`src/rtl/pcie_obx_pkg.sv`:
```
package pcie_obx_pkg;

   // log2 of the window size for a size code, clamped to the aperture
   function automatic logic [5:0] win_lg2(input logic [3:0] code,
                                          input int unsigned min_lg,
                                          input int unsigned off_w);
      int unsigned v;
      v = min_lg + int'(code);
      if (v > off_w) v = off_w;
      return 6'(v);
   endfunction

endpackage

```
`src/rtl/pcie_obx_cfg.sv`:
```
module pcie_obx_cfg #(
   parameter int unsigned ADDR_W  = 32,
   parameter int unsigned NUM_WIN = 32,
   parameter int unsigned RST_SZ  = 3,
   localparam int unsigned IDX_W  = $clog2(NUM_WIN),
   localparam int unsigned CFG_AW = IDX_W + 1
) (
   input  logic                            clk,
   input  logic                            rst_n,
   input  logic                            cfg_we,
   input  logic [CFG_AW-1:0]               cfg_addr,
   input  logic [ADDR_W-1:0]               cfg_wdata,
   output logic                            xl_en,
   output logic [3:0]                      sz_code,
   output logic [NUM_WIN-1:0][ADDR_W-1:0]  win_base,
   output logic [NUM_WIN-1:0]              win_vld
);

   wire unused_ctl_bits = ^{cfg_wdata[ADDR_W-1:8], cfg_wdata[3:1]};

   always_ff @(posedge clk) begin
      if (!rst_n) begin
         xl_en   <= 1'b0;
         sz_code <= 4'(RST_SZ);
      end else if (cfg_we && cfg_addr == '0) begin
         xl_en   <= cfg_wdata[0];
         sz_code <= cfg_wdata[7:4];
      end
   end

   for (genvar i = 0; i < NUM_WIN; i++) begin : g_win
      always_ff @(posedge clk) begin
         if (!rst_n) begin
            win_base[i] <= '0;
            win_vld[i]  <= 1'b0;
         end else if (cfg_we && cfg_addr == {1'b1, IDX_W'(i)}) begin
            win_base[i] <= cfg_wdata;
            win_vld[i]  <= cfg_wdata[0];
         end
      end
   end

endmodule

```
`src/rtl/pcie_obx_map.sv`:
```
module pcie_obx_map
   import pcie_obx_pkg::*;
#(
   parameter int unsigned ADDR_W    = 32,
   parameter int unsigned OFF_W     = 28,
   parameter int unsigned MIN_LG    = 20,
   parameter int unsigned NUM_WIN   = 32,
   parameter logic [31:0] APER_BASE = 32'h2000_0000,
   parameter bit          HAS_XLATE = 1'b1,
   localparam int unsigned IDX_W    = $clog2(NUM_WIN),
   localparam int unsigned TAG_W    = ADDR_W - OFF_W
) (
   input  logic [ADDR_W-1:0]               addr,
   input  logic                            xl_en,
   input  logic [3:0]                      sz_code,
   input  logic [NUM_WIN-1:0][ADDR_W-1:0]  win_base,
   input  logic [NUM_WIN-1:0]              win_vld,
   output logic                            ok,
   output logic [ADDR_W-1:0]               map_addr
);

   logic              in_ap;
   logic [OFF_W-1:0]  off;
   logic [ADDR_W-1:0] byp_addr;

   assign off      = addr[OFF_W-1:0];
   assign in_ap    = addr[ADDR_W-1:OFF_W] == APER_BASE[ADDR_W-1:OFF_W];
   assign byp_addr = {{TAG_W{1'b0}}, off};

   if (HAS_XLATE) begin : g_xl
      logic [5:0]        lg;
      logic [OFF_W-1:0]  idx_full;
      logic [IDX_W-1:0]  idx;
      logic [ADDR_W-1:0] mask;
      logic [ADDR_W-1:0] xl_addr;
      logic              win_ok;

      always_comb begin
         lg       = win_lg2(sz_code, MIN_LG, OFF_W);
         idx_full = off >> lg;
         idx      = idx_full[IDX_W-1:0];
         mask     = (ADDR_W'(1) << lg) - ADDR_W'(1);
         win_ok   = (idx_full < OFF_W'(NUM_WIN)) && win_vld[idx];
         xl_addr  = (win_base[idx] & ~mask) | (byp_addr & mask);
         ok       = in_ap && (!xl_en || win_ok);
         map_addr = xl_en ? xl_addr : byp_addr;
      end
   end else begin : g_byp
      wire unused_xl = ^{xl_en, sz_code, win_base, win_vld};
      assign ok       = in_ap;
      assign map_addr = byp_addr;
   end

endmodule

```
`src/rtl/pcie_obx_stage.sv`:
```
module pcie_obx_stage #(
   parameter int unsigned ADDR_W = 32,
   parameter int unsigned DATA_W = 32
) (
   input  logic              clk,
   input  logic              rst_n,
   input  logic              in_valid,
   input  logic              in_ok,
   input  logic [ADDR_W-1:0] in_addr,
   input  logic [DATA_W-1:0] in_data,
   output logic              in_ready,
   output logic              o_valid,
   input  logic              o_ready,
   output logic [ADDR_W-1:0] o_addr,
   output logic [DATA_W-1:0] o_data,
   output logic              o_err
);

   logic take;

   assign in_ready = !o_valid || o_ready;
   assign take     = in_valid && in_ready;

   always_ff @(posedge clk) begin
      if (!rst_n) begin
         o_valid <= 1'b0;
         o_err   <= 1'b0;
         o_addr  <= '0;
         o_data  <= '0;
      end else begin
         o_err <= take && !in_ok;
         if (take) begin
            o_valid <= in_ok;
            if (in_ok) begin
               o_addr <= in_addr;
               o_data <= in_data;
            end
         end else if (o_ready) begin
            o_valid <= 1'b0;
         end
      end
   end

endmodule

```
`src/rtl/pcie_obx_top.sv`:
```
module pcie_obx_top #(
   parameter int unsigned ADDR_W    = 32,
   parameter int unsigned DATA_W    = 32,
   parameter int unsigned OFF_W     = 28,
   parameter int unsigned MIN_LG    = 20,
   parameter int unsigned NUM_WIN   = 32,
   parameter int unsigned RST_SZ    = 3,
   parameter logic [31:0] APER_BASE = 32'h2000_0000,
   parameter bit          HAS_XLATE = 1'b1,
   localparam int unsigned CFG_AW   = $clog2(NUM_WIN) + 1
) (
   input  logic              clk,
   input  logic              rst_n,
   input  logic              cfg_we,
   input  logic [CFG_AW-1:0] cfg_addr,
   input  logic [ADDR_W-1:0] cfg_wdata,
   input  logic              wr_valid,
   output logic              wr_ready,
   input  logic [ADDR_W-1:0] wr_addr,
   input  logic [DATA_W-1:0] wr_data,
   output logic              pcie_valid,
   input  logic              pcie_ready,
   output logic [ADDR_W-1:0] pcie_addr,
   output logic [DATA_W-1:0] pcie_data,
   output logic              range_err
);

   if (NUM_WIN < 2 || (NUM_WIN & (NUM_WIN - 1)) != 0) begin : g_bad_nwin
      $error("NUM_WIN must be a power of two, at least 2");
   end
   if (OFF_W < MIN_LG || OFF_W >= ADDR_W || ADDR_W > 32) begin : g_bad_off
      $error("need MIN_LG <= OFF_W < ADDR_W <= 32");
   end
   if (RST_SZ > 15) begin : g_bad_rst
      $error("RST_SZ must fit in four bits");
   end

   logic                           cfg_en;
   logic                           xl_en;
   logic [3:0]                     sz_code;
   logic [NUM_WIN-1:0][ADDR_W-1:0] win_base;
   logic [NUM_WIN-1:0]             win_vld;
   logic                           map_ok;
   logic [ADDR_W-1:0]              map_addr;

   pcie_obx_cfg #(
      .ADDR_W(ADDR_W), .NUM_WIN(NUM_WIN), .RST_SZ(RST_SZ)
   ) u_cfg (
      .clk(clk), .rst_n(rst_n), .cfg_we(cfg_we), .cfg_addr(cfg_addr),
      .cfg_wdata(cfg_wdata), .xl_en(cfg_en), .sz_code(sz_code),
      .win_base(win_base), .win_vld(win_vld)
   );

   assign xl_en = cfg_en && HAS_XLATE;

   pcie_obx_map #(
      .ADDR_W(ADDR_W), .OFF_W(OFF_W), .MIN_LG(MIN_LG), .NUM_WIN(NUM_WIN),
      .APER_BASE(APER_BASE), .HAS_XLATE(HAS_XLATE)
   ) u_map (
      .addr(wr_addr), .xl_en(xl_en), .sz_code(sz_code),
      .win_base(win_base), .win_vld(win_vld),
      .ok(map_ok), .map_addr(map_addr)
   );

   pcie_obx_stage #(
      .ADDR_W(ADDR_W), .DATA_W(DATA_W)
   ) u_stage (
      .clk(clk), .rst_n(rst_n), .in_valid(wr_valid), .in_ok(map_ok),
      .in_addr(map_addr), .in_data(wr_data), .in_ready(wr_ready),
      .o_valid(pcie_valid), .o_ready(pcie_ready), .o_addr(pcie_addr),
      .o_data(pcie_data), .o_err(range_err)
   );

endmodule

```
`config.mk`:
```
export PLATFORM = sky130hd
export DESIGN_NAME = pcie_obx_top
export DESIGN_NICKNAME = d
export VERILOG_FILES = /design/src/rtl/pcie_obx_pkg.sv /design/src/rtl/pcie_obx_cfg.sv /design/src/rtl/pcie_obx_map.sv /design/src/rtl/pcie_obx_stage.sv /design/src/rtl/pcie_obx_top.sv
export SDC_FILE = /design/constraint.sdc
export NUM_CORES = 2
export LEC_CHECK = 0
export ABC_AREA = 1
export CORE_AREA = 2 2 335 337
export DETAILED_ROUTE_END_ITERATION = 6
export DIE_AREA = 0 0 337 339
export GPL_ROUTABILITY_DRIVEN = 0
export GPL_TIMING_DRIVEN = 0
export HOLD_SLACK_MARGIN = 0.03
export SYNTH_ARGS = -nofsm -noshare
export SYNTH_HDL_FRONTEND = slang
export SYNTH_SLANG_ARGS = --single-unit
export TNS_END_PERCENT = 1
```
`constraint.sdc`:
```
create_clock -name clk -period 7.2 [get_ports clk]
set_clock_uncertainty 0.1 [all_clocks]
set_input_delay 1.44 -clock clk [delete_from_list [all_inputs] [get_ports clk]]
set_output_delay 1.44 -clock clk [all_outputs]
set_load 0.03 [all_outputs]
```
Word level (Yosys, flattened, before mapping):

Index checks and enable logic that the tools add are counted.
Widths: inputs -> output; s select.

* $add $sub $neg: 2
* order comparisons: 3
* eq/ne operators: 33
* shift operators: 2
* multiplexer cells: 8
* bitwise operators: 4
* reductions and logical operators: 45

Operator list (number)
* $eq 6x6->1 const B: 32
* $bmux 32 s5: 1
* $mux 32: 2
* $logic_and 1x1->1: 37
* $and 28x32->32: 1
* $and 32x32->32: 1
* $gt 32x5->1 const B: 1
* $not 32->32: 1
* $or 32x32->32: 1
* $shl 1x6->32 const A: 1
* $sub 32x2->32 const B: 1
* $lt 28x6->1 const B: 1
* $shr 28x6->28: 1
* $add 5x4->6 const A: 1
* $logic_not 6->1: 1
* $lt 5x6->1 const B: 1
* $mux 6: 1
* $bmux 1 s5: 1
* $eq 4x2->1 const B: 1
* $logic_not 1->1: 3
* $mux 1: 3
* $logic_or 1x1->1: 2
* $reduce_and 2->1: 1
* $reduce_bool 2->1: 1

* flip-flop bits (word level): 1127
* input bits: 107
* output and inout bits: 67
* logic and storage cells: 167

Logic depth before layout (Yosys ltp):

* word-level depth: 11
* mapped depth: 22
* depth with buffers taken out: 19

Cells and area by module:

From an unflattened synthesis, not the netlist that was laid out.

* cell total of the unflattened synthesis: 8074
* area, all modules: 51675.8 um^2

By module, submodules not included
* pcie_obx_cfg: instances 1, cells each 5813, area each 40167.3 um^2, sequential area each 20599.8 um^2
* pcie_obx_map: instances 1, cells each 1704, area each 8114.0 um^2, sequential area each 0.0 um^2
* pcie_obx_stage: instances 1, cells each 557, area each 3394.5 um^2, sequential area each 1321.3 um^2

Least setup slack after synthesis:

Ideal clock, no wire load.

* kind: input to register
* from: in wr_addr[26]
* to: reg u_stage.o_addr[27]
* setup time: 0.111 ns
* arrival time: 3.101 ns
* data required time: 6.989 ns
* slack: 3.888 ns
* stages on the path: 14
* path buffers: 3
* path through: nand2_1 -> and2_1 -> or2_1 -> o21ai_1 -> buf_2 -> buf_2 -> buf_1 -> o211ai_1 -> nand3_1 -> nand3_1 -> nand3_1 -> nand2_1 -> nor2_1 -> nor2_1

* cells in the longest elaborated chain, start to end: 7
* elaborated cells on any way between the ends: 13
* classes of those cells: order compare (1); shift (1); mux (5); bitwise (2); reduce/logical (4)

Ends and longest elaborated chain
* start: declaration: RTL line pcie_obx_top.sv:19 `input logic [ADDR_W-1:0] wr_addr,`
* $shr 28x6->28 *: RTL line pcie_obx_map.sv:40 `idx_full = off >> lg;`
* branches (longest 6 deep; another with $lt 28x6->1)
* end signal: assignment: RTL line pcie_obx_stage.sv:35 `o_addr <= in_addr;`
* end: declaration: RTL line pcie_obx_stage.sv:14 `output logic [ADDR_W-1:0] o_addr,`

Mark *: on every way between the ends. The select of a mux whose other input is x is not followed.
A chain may end at the register's enable or synchronous reset.

Worst setup path after layout:

* from: in wr_addr[26]
* to: reg u_stage.o_addr[28]

Same word-level chain as after synthesis.

==> reports/qor.yml <==
start_kind: "primary input"
violations: "design-rule violations, max-capacitance violations, max-slew violations"
finalHoldViolCount: 0
cts_buffer_depth: 3
final.setup.tns_ns: 0
path_cells: "clkdlybuf4s50_1 > nand2_1 > and2_1 > or2_1 > o21ai_1 > inv_1 > buf_2 > clkbuf_1 > buf_1 > nand3_1 > nand3_1 > nand3_1 > a21oi_1 > nor2_1 > nor2_1"
final.setup.worst_slack_ns: 1.92
p_int_w: 0.00775
rsz0062_at_grt: "false"
synth_compound_area_share_pct: 21.9
drc_errors: 19
cts_tree: "built"
start_util_pct: 32.9
yosysWarningCount: 0
critPathMaxStageDelay_ns: 0.92
fin_crit_ns: 5.28
cts.clk_slew.worst_paths_ns: 0.06
worstPathRequired_ns: 7.74
max-cap-violations: 9
netlist_instances: 5325
cp_max_fo: 10
sequentialPowerShare_pct: 41.2
cp_common_cell: "nand3_1"
grt_max_degree: 14
cts_root_buf: "clkbuf_16"
synth_top_family_by_area: "simple AND/OR/NAND/NOR gates"
synth_fa_ha_area_share_pct: 0.0345
cts_setup_buffers: 0
synth-seq-cells: 807
dpl.hpwl_um: 131000
portBuffers: 163
yosys.area_share.simple_pct: 22.7
die_x_um: 337
crit_path_end_kind: "flop"
area.growth.synth_to_final_pct: 18.6
period_share_pct: 73.4
netlist_area_mm2: 0.0363
final_util_pct: 39.0
grtUsageTotal_pct: 31.2
place_ws_ns: 1.47
nNetsFinal: 5694
layout_commonest_cell: "nor2_1"
muxShareOfSynthArea_pct: 0
avgSynthCellArea_um2: 6.81
overflow: 0
clkPwrFrac_pct: 45.7
cts_hold_buf: 0
fp.coreArea_mm2: 0.110
ys_types: 35
ir_worst_vdd_mv: 0.186
viasPerCell: 5.64
grt_pass1_wl_um: 257000
h-tree-depth: 3
powerDensity_mw_per_mm2: 255
die_h_um: 339
dieArea_mm2: 0.114
grt_pass1_vias: 35779
hold_class: "flop to flop"
cts-buffers-inserted: 91
worstMarginPinSlew_ns: 1.72
status: "complete, but fails checks"
synthXorXnorAreaFrac_pct: 0
cts_resized: 0
slowest_stage: "clkbuf_1"
drt_iter0_drc: 6703
drive_gt1_share_pct: 5.00
vias: 40342
critPathArrivalTime_ns: 5.83
max_slew_margin_pct: -14.4
ioPinCount: 174
leakagePower_nw: 17.2
clk_latency_ns: 0.71
antenna_found_initial: 16
wl_per_cell_um: 25.8
mostFrequentLayoutCells: "nor2_1, o21ai_0, dfxtp_1"
switching_share_pct: 29.3
first_pass_iters: 7
power_w: 0.0110
num_rows: 122
cts_sinks: 807
setup_viol: 0
ys_seq_area_share_pct: 44.5
switching_power_w: 0.00322
clock.fmax_mhz: 189
slew_violations: 102
ant_nets: 0
pwr-share-comb_pct: 13.1
finalWirelength_um: 185000
path_class: "primary input to flop"
[flip-flops by register name, indices dropped and copies added, names as in the netlist]
register	count
u_cfg.win_base	736
u_stage.o_data	32
u_stage.o_addr	32
u_stage.o_err	1
u_cfg.xl_en	1
u_cfg.sz_code	4
u_stage.o_valid	1
[layer usage]
metal  GRT usage (%)  part of all wire (%)
met5               0                 0.023
met4            22.7                   8.7
met3            10.5                    14
met2            43.0                    39
met1            40.1                    38
[cells in the mapped netlist (all sizes together)]
cell type / number / area share [%]
nand3: 389 / 5.5
o22ai: 1 / 0.034
conb: 1 / 0.010
and2: 1 / 0.017
nor4: 2 / 0.034
a21oi: 405 / 5.6
dfxtp: 807 / 45
a31oi: 1 / 0.017
o211ai: 179 / 3.7
or2: 4 / 0.069
a41oi: 1 / 0.024
clkbuf: 382 / 4.0
nand2: 480 / 5.0
o21ai: 910 / 13
inv: 412 / 4.3
nor2: 1157 / 12
clkinv: 10 / 0.10
a211oi: 1 / 0.021
buf: 172 / 2.4
nor3: 2 / 0.028
nor3b: 1 / 0.021
nand3b: 6 / 0.12
ha: 1 / 0.034
[worst paths after layout]
path                                         start                               end  slack (ns)  cells after the start
setup reg to reg     u_cfg.sz_code[3]$_SDFFE_PN0P_   u_stage.o_addr[28]$_SDFFE_PN0P_        2.43                     16
setup / recovery                       wr_addr[26]   u_stage.o_addr[28]$_SDFFE_PN0P_        1.92                     15
hold reg to reg   u_cfg.win_base[560]$_SDFFE_PN0P_  u_cfg.win_base[560]$_SDFFE_PN0P_        0.35                      2
hold / removal    u_cfg.win_base[560]$_SDFFE_PN0P_  u_cfg.win_base[560]$_SDFFE_PN0P_        0.35                      2
[worst max-delay path, delay by kind of cell]
kind	cells	cell delay, ns
buffers and inverters	5	2.66
AO/OA/AOI/OAI	2	0.56
AND/OR/NAND/NOR	8	1.16
[per-stage QoR]
stage / instance area (µm²) / std cells / hold slack [ns]
5_1_grt: 43000 / 7148 / 0.365
4_1_cts: 43000 / 7143 / 0.353
3_3_place_gp: 39800 / 6977 / 0.339
3_5_place_dp: 39800 / 6978 / 0.344
2_1_floorplan: 36300 / 5326 / 0.330
6_report: 43000 / 7153 / 0.352
[final cells by class]
cell class,instances,area (µm²)
clock buffers,135,2690
inverters,422,1580
diodes,7,17.5
well taps,1488,1860
plain buffers,554,2320
clock inverters,30,459
flip-flops and latches,807,16200
fillers,11693,67300
multi-input cells,3543,16200
repair buffers,167,1690
[power groups by stage]
stage | logic, W | registers [W] | clock network (W)
finish | 0.00143 | 0.00452 | 0.00501
global route | 0.00143 | 0.00452 | 0.00515
CTS | 0.00132 | 0.00452 | 0.00496
detailed placement | 0.00131 | 0.00462 | 0
global placement | 0.00131 | 0.00462 | 0
floorplan | 0.000610 | 0.00463 | 0
[cell families after synthesis]
logic type / Yosys count
buffers and inverters: 976
AOI/OAI and AO/OA: 1498
and+or+nand+nor: 2042
adders and majority gates: 1
other: 1
DFF: 807
(Power assumes the default switching activity.)
